### src/rtl/wdog_pkg.sv
package wdog_pkg;
  localparam logic [7:0] ADDR_CTRL   = 8'h71;
  localparam logic [7:0] ADDR_CFG    = 8'h72;
  localparam logic [7:0] ADDR_CNT_LO = 8'h73;
  localparam logic [7:0] ADDR_CNT_HI = 8'h74;

  localparam int IRQ_N  = 16;
  localparam int MIN_DIV = 60;

  typedef struct packed {
    logic       unit_sec;   // bit 7: 1 = seconds, 0 = minutes
    logic       kbd_en;     // bit 6
    logic       out_en;     // bit 5
    logic       pwrok_en;   // bit 4
    logic [3:0] irq_sel;    // bits 3:0
  } wdog_cfg_t;
endpackage

### src/rtl/wdog_regs.sv
module wdog_regs
  import wdog_pkg::*;
#(
  parameter int CNT_W = 16
) (
  input  logic             clk,
  input  logic             rst_n,
  input  logic             reg_wr,
  input  logic [7:0]       reg_addr,
  input  logic [7:0]       reg_wdata,
  input  logic             expire_evt,
  output logic [7:0]       reg_rdata,
  output wdog_cfg_t        cfg,
  output logic             load,
  output logic [CNT_W-1:0] load_val,
  output logic             status
);
  localparam bit HAS_HI = (CNT_W > 8);

  logic [7:0] cfg_q;
  logic [7:0] lo_q;
  logic [7:0] hi_q;
  logic       wr_lo;
  logic       wr_hi;
  logic       st_clr;

  assign wr_lo  = reg_wr && (reg_addr == ADDR_CNT_LO);
  assign st_clr = reg_wr && (reg_addr == ADDR_CTRL) && reg_wdata[0];
  assign cfg    = wdog_cfg_t'(cfg_q);

  always_ff @(posedge clk) begin
    if (!rst_n) begin
      cfg_q <= '0;
      lo_q  <= '0;
    end else if (reg_wr) begin
      if (reg_addr == ADDR_CFG)    cfg_q <= reg_wdata;
      if (reg_addr == ADDR_CNT_LO) lo_q  <= reg_wdata;
    end
  end

  generate
    if (HAS_HI) begin : g_hi
      assign wr_hi = reg_wr && (reg_addr == ADDR_CNT_HI);
      always_ff @(posedge clk) begin
        if (!rst_n)     hi_q <= '0;
        else if (wr_hi) hi_q <= reg_wdata;
      end
      assign load_val = wr_hi ? {reg_wdata, lo_q} : {hi_q, reg_wdata};
    end else begin : g_no_hi
      assign wr_hi    = 1'b0;
      assign hi_q     = '0;
      assign load_val = reg_wdata;
    end
  endgenerate

  assign load = wr_lo || wr_hi;

  // Sticky status: a new expiry outranks a simultaneous clear.
  always_ff @(posedge clk) begin
    if (!rst_n)          status <= 1'b0;
    else if (expire_evt) status <= 1'b1;
    else if (st_clr)     status <= 1'b0;
  end

  always_comb begin
    case (reg_addr)
      ADDR_CTRL:   reg_rdata = {7'b0, status};
      ADDR_CFG:    reg_rdata = cfg_q;
      ADDR_CNT_LO: reg_rdata = lo_q;
      ADDR_CNT_HI: reg_rdata = hi_q;
      default:     reg_rdata = 8'h00;
    endcase
  end
endmodule

### src/rtl/wdog_prescale.sv
module wdog_prescale #(
  parameter int DIV = 60
) (
  input  logic clk,
  input  logic rst_n,
  input  logic clr,
  input  logic sec_tick,
  input  logic unit_sec,
  output logic unit_tick
);
  localparam int PC_W = (DIV > 1) ? $clog2(DIV) : 1;
  localparam logic [PC_W-1:0] LAST = PC_W'(DIV - 1);

  logic [PC_W-1:0] pc_q;

  always_ff @(posedge clk) begin
    if (!rst_n || clr || unit_sec) begin
      pc_q <= '0;
    end else if (sec_tick) begin
      pc_q <= (pc_q == LAST) ? '0 : pc_q + 1'b1;
    end
  end

  assign unit_tick = sec_tick && (unit_sec || (pc_q == LAST));
endmodule

### src/rtl/wdog_counter.sv
module wdog_counter #(
  parameter int CNT_W = 16
) (
  input  logic             clk,
  input  logic             rst_n,
  input  logic             load,
  input  logic [CNT_W-1:0] load_val,
  input  logic             unit_tick,
  output logic             expire_evt
);
  logic [CNT_W-1:0] cnt_q;

  // A reload outranks a unit tick in the same cycle.
  assign expire_evt = !load && unit_tick && (cnt_q == CNT_W'(1));

  always_ff @(posedge clk) begin
    if (!rst_n)                          cnt_q <= '0;
    else if (load)                       cnt_q <= load_val;
    else if (unit_tick && cnt_q != '0)   cnt_q <= cnt_q - 1'b1;
  end
endmodule

### src/rtl/wdog_pulse.sv
module wdog_pulse
  import wdog_pkg::*;
#(
  parameter int RST_CLKS = 16
) (
  input  logic             clk,
  input  logic             rst_n,
  input  logic             fire,
  input  wdog_cfg_t        cfg,
  output logic             wdt_rst,
  output logic             kbd_rst,
  output logic             pwrok_pulse,
  output logic [IRQ_N-1:0] irq_line
);
  localparam int PW = $clog2(RST_CLKS + 1);

  logic [PW-1:0] left_q;
  logic          active;

  always_ff @(posedge clk) begin
    if (!rst_n)             left_q <= '0;
    else if (fire)          left_q <= PW'(RST_CLKS);
    else if (left_q != '0)  left_q <= left_q - 1'b1;
  end

  assign active      = (left_q != '0);
  assign wdt_rst     = active;
  assign kbd_rst     = active && cfg.kbd_en;
  assign pwrok_pulse = active && cfg.pwrok_en;

  genvar i;
  generate
    for (i = 0; i < IRQ_N; i++) begin : g_irq
      if (i == 0) begin : g_none
        assign irq_line[i] = 1'b0;
      end else begin : g_line
        assign irq_line[i] = active && cfg.out_en && (cfg.irq_sel == 4'(i));
      end
    end
  endgenerate
endmodule

### src/rtl/wdog_timebase.sv
module wdog_timebase
  import wdog_pkg::*;
#(
  parameter int CNT_W    = 16,
  parameter int RST_CLKS = 16
) (
  input  logic        clk,
  input  logic        rst_n,
  input  logic        sec_tick,
  input  logic        reg_wr,
  input  logic [7:0]  reg_addr,
  input  logic [7:0]  reg_wdata,
  output logic [7:0]  reg_rdata,
  output logic        wdt_rst,
  output logic        kbd_rst,
  output logic        pwrok_pulse,
  output logic [15:0] irq_line
);
  wdog_cfg_t        cfg;
  logic             load;
  logic [CNT_W-1:0] load_val;
  logic             status_q;
  logic             unit_tick;
  logic             expire_evt;

  wdog_regs #(.CNT_W(CNT_W)) regs_i (
    .clk(clk), .rst_n(rst_n), .reg_wr(reg_wr), .reg_addr(reg_addr),
    .reg_wdata(reg_wdata), .expire_evt(expire_evt), .reg_rdata(reg_rdata),
    .cfg(cfg), .load(load), .load_val(load_val), .status(status_q)
  );

  wdog_prescale #(.DIV(MIN_DIV)) pre_i (
    .clk(clk), .rst_n(rst_n), .clr(load), .sec_tick(sec_tick),
    .unit_sec(cfg.unit_sec), .unit_tick(unit_tick)
  );

  wdog_counter #(.CNT_W(CNT_W)) cnt_i (
    .clk(clk), .rst_n(rst_n), .load(load), .load_val(load_val),
    .unit_tick(unit_tick), .expire_evt(expire_evt)
  );

  wdog_pulse #(.RST_CLKS(RST_CLKS)) pls_i (
    .clk(clk), .rst_n(rst_n), .fire(expire_evt), .cfg(cfg),
    .wdt_rst(wdt_rst), .kbd_rst(kbd_rst), .pwrok_pulse(pwrok_pulse),
    .irq_line(irq_line)
  );
endmodule

### config.mk
export PLATFORM = sky130hd
export DESIGN_NAME = wdog_timebase
export DESIGN_NICKNAME = d
export VERILOG_FILES = /design/src/rtl/wdog_pkg.sv /design/src/rtl/wdog_regs.sv /design/src/rtl/wdog_prescale.sv /design/src/rtl/wdog_counter.sv /design/src/rtl/wdog_pulse.sv /design/src/rtl/wdog_timebase.sv
export SDC_FILE = /design/constraint.sdc
export NUM_CORES = 1
export LEC_CHECK = 0
export ABC_CLOCK_PERIOD_IN_PS = 2250
export BUFFER_PORTS_ARGS = -buffer_cell sky130_fd_sc_hd__buf_2
export CELL_PAD_IN_SITES_DETAIL_PLACEMENT = 1
export CELL_PAD_IN_SITES_GLOBAL_PLACEMENT = 2
export CORE_AREA = 2 2 91 115
export DETAILED_ROUTE_END_ITERATION = 10
export DIE_AREA = 0 0 93 117
export GPL_ROUTABILITY_DRIVEN = 0
export PLACE_DENSITY_LB_ADDON = 0.1
export SLEW_MARGIN = 20
export SYNTH_ARGS = -nofsm -noshare
export SYNTH_HDL_FRONTEND = slang
export SYNTH_SLANG_ARGS = --single-unit
### constraint.sdc
create_clock -name clk -period 2.25 [get_ports clk]
set_input_delay 0.1125 -clock clk [delete_from_list [all_inputs] [get_ports clk]]
set_output_delay 0.1125 -clock clk [all_outputs]
set_load 0.005 [all_outputs]
==> summary.md <==
| Metric | Value |
|---|---|
| Status | finished, final reports clean |
| Core area | 9850 um2 |
| Via count | 2,833 |
| Post-synth EDFFs | 0 |
| #FFs+latches synth | 52 |
| Ys flop type | dfxtp_1 |
| Fmax | 467 MHz |
| Die Height | 117 um |
| Hold Violations, Final | 0 |
| Worst-Skew Late Latency | approximately 0.30 ns |
| CP Data Required Time | 2.46 ns |
| Site Rows | 41 |
| Width of the die | 93 um |
| Grt ovf | 0 |
| Post-Route WL | 9.47 mm |
| WHS | ~0.090 ns |
| Sinks on the clock net | 52 |
| Setup Viol. Count Final | 0 |
| Crit end category | register |
| CTS root buffer | clkbuf_16 |
| DRC viols | 0 |
| Starting DRT DRC Count | 162 |
| Mapped cell area | 2860 um2 |
| TritonCTS Buffers | 5 |
| Startpoint Class | register |
| Initial antenna violation count | 0 |
| Routed wire per std cell | 17.6 um |
| Syn Nets | 373 |
| Diodes inserted | 0 |
| Final Cycle Share | 95.2% |
| HP Class | input pin to register |
| CP Max Fanout | 4 |
| Initial Util | 29.0% |
| Max IR drop VDD | 0.240 mV |
| Share of cells above drive strength 1 | between 20% and 30% |
| Detailed placer's ending HPWL | 7.12 mm |
| Reg2reg path depth | 6 |
| Post-synth top cells | dfxtp_1 (52), nor2_1 (42), nand2_1 (39) |
| Power density over the cells | 589 nW/um2 |
| GRT Total Usage | ~18% |
| Worst setup startpoint | cnt_i.cnt_q[8] |
| CP Capture Point | cnt_i.cnt_q[13] |
| First-pass GRT wire length | 15.3 mm |
| RR Startpoint | cnt_i.cnt_q[8] |
| Asr flop ratio synth | 0% |
| Ports | 47 |
| Yosys synthesis warning count | 0 |
| Worst-path clk slew | 0.08 ns |
| Crit path arrival time | 2.35 ns |
| Cells after synthesis | 349 |
| Most common cell in the synthesized netlist | dfxtp_1 |
| Syn avg cell area | 8.18 um2 |
| Netlist cell types | 58 |
| TNS Setup | 0 ns |
| Largest net degree at the start of global routing | 32 |
| Vias/cell | between 5 and 6 |
| DR pass1 iterations | 4 |
| Nets | around 430 |
| Sequential area share after synthesis | 36.4% |
| Max-Cap Viols | 0 |
| Fin. max-slew vios | 0 |
| Dpl ws | 0.0604 ns |
| Area added between synthesis and finish | 24.7% |
| H-tree depth | 2 |
| Worst r2r dst | cnt_i.cnt_q[13] |
| CTS tree | built |
| Min Tclk post-route | 2.14 ns |
| Yosys top cell area share | 36.4% |
| Die Area | 10,900 um2 |
| Pleak | between 1 and 1.5 nW |
| Via count of the first global-routing pass | between 2k and 3k |
| CTS Hold Bufs | 0 |
| Worst Setup Path Type | register to register |
| Final worst-path setup slack | approximately 0.11 ns |
| Clk_skew | 0.0120 ns |
| Reg-to-reg slack, setup | 0.11 ns |
| IO buf count | 45 |
| Synth area leaders | dfxtp_1 (36%), nor2_1 (5.5%), nand2_1 (5.1%) |
| Clock Path Buffers | 2 |
| Area leader, netlist | dfxtp_1 |
| Routed Antenna Nets | 0 |
## state kept, by name, summed over array words and instances (netlist names)
register / count
regs_i.status: 1
regs_i.hi_q: 8
regs_i.lo_q: 8
cnt_i.cnt_q: 16
pls_i.left_q: 5
pre_i.pc_q: 6
regs_i.cfg: 8
## worst min-delay path by stage
stage                      start        endpoint  cells past startpoint
finish              reg_wdata[3]   regs_i.cfg[3]                      3
global route        reg_wdata[6]   regs_i.cfg[6]                      3
CTS                 reg_wdata[5]  regs_i.lo_q[5]                      3
detailed placement  reg_wdata[5]  regs_i.lo_q[5]                      3
global placement    reg_wdata[5]  regs_i.lo_q[5]                      3
floorplan           reg_wdata[0]  regs_i.lo_q[0]                      2
## layout by cell type, fill, tap and decap left out, drive strengths merged, types with 3 or more instances in the layout
master and count:
xnor2 4, nand3 10, or2 3, nand4 4, a222oi 8, nand2b 8, or4 6, nor4 11
nand2 39, o22ai 3, xor2 5, o211a 4, o31ai 4, mux2i 14, nor2 42, a21oi 23
ha 4, o21ai 12, a31oi 6, clkbuf 5, buf 72, a22oi 6, or3 8, a211oi 3
nor3b 3, nor3 7, inv 15, dfxtp 52
## worst max-delay path: stages (launching register included)
cell	delay (ns)
dfxtp_1	0.31
or4_2	0.72
nor4_4	0.39
buf_4	0.20
nor4_1	0.06
mux2i_1	0.12
a311oi_1	0.25
## cell type report
cell class	instances	area (um2)
fillers	1198	6290
multi-input cells	263	1720
flip-flops and latches	52	1040
repair buffers	72	440
well taps	129	161
clock buffers	5	125
inverters	14	52.6
clock inverters	3	21.3
## routing by layer
metal	part of all wire, %	track usage, %	wire [um]
met1	44	22.4	4210
met2	52	33.2	4890
met3	2.7	2.62	257
met4	1.2	4.41	113
met5	0	0	0
## metrics by stage
stage	util, %	cells	cell area, um2	power (mW)
global route	36.2	538	3560	2.22
CTS	35.8	538	3520	2.12
finish	36.2	538	3560	2.10
detailed placement	34.3	530	3370	1.34
global placement	34.3	530	3370	1.33
floorplan	-	349	2860	1.21
## cells by family (layout without fill, tap and decap cells)
group                      count (synthesis)  count (layout)  share of synthesized area (%)
xor gates and xnor gates                   9               9                           2.76
muxes                                     14              14                           4.91
and+or+nand+nor                          153             153                           28.8
other                                      1               1                          0.131
DFF                                       52              52                           36.4
adders and majority gates                  4               4                           1.75
AOI/OAI and AO/OA                         82              82                           20.2
buffers and inverters                     34              94                           4.99
## what timing repair did
action	CTS	global route
gates cloned	0	0
resized for setup	1	7
pin swaps	0	1
setup endpoints to repair	6	22
setup buffers	0	0
## where the power goes
part | total [mW] | switching, mW | internal, mW
logic | 0.335 | 0.179 | 0.156
clock network | 0.776 | 0.361 | 0.415
registers | 0.988 | 0.0322 | 0.956
(Power assumes the default switching activity.)
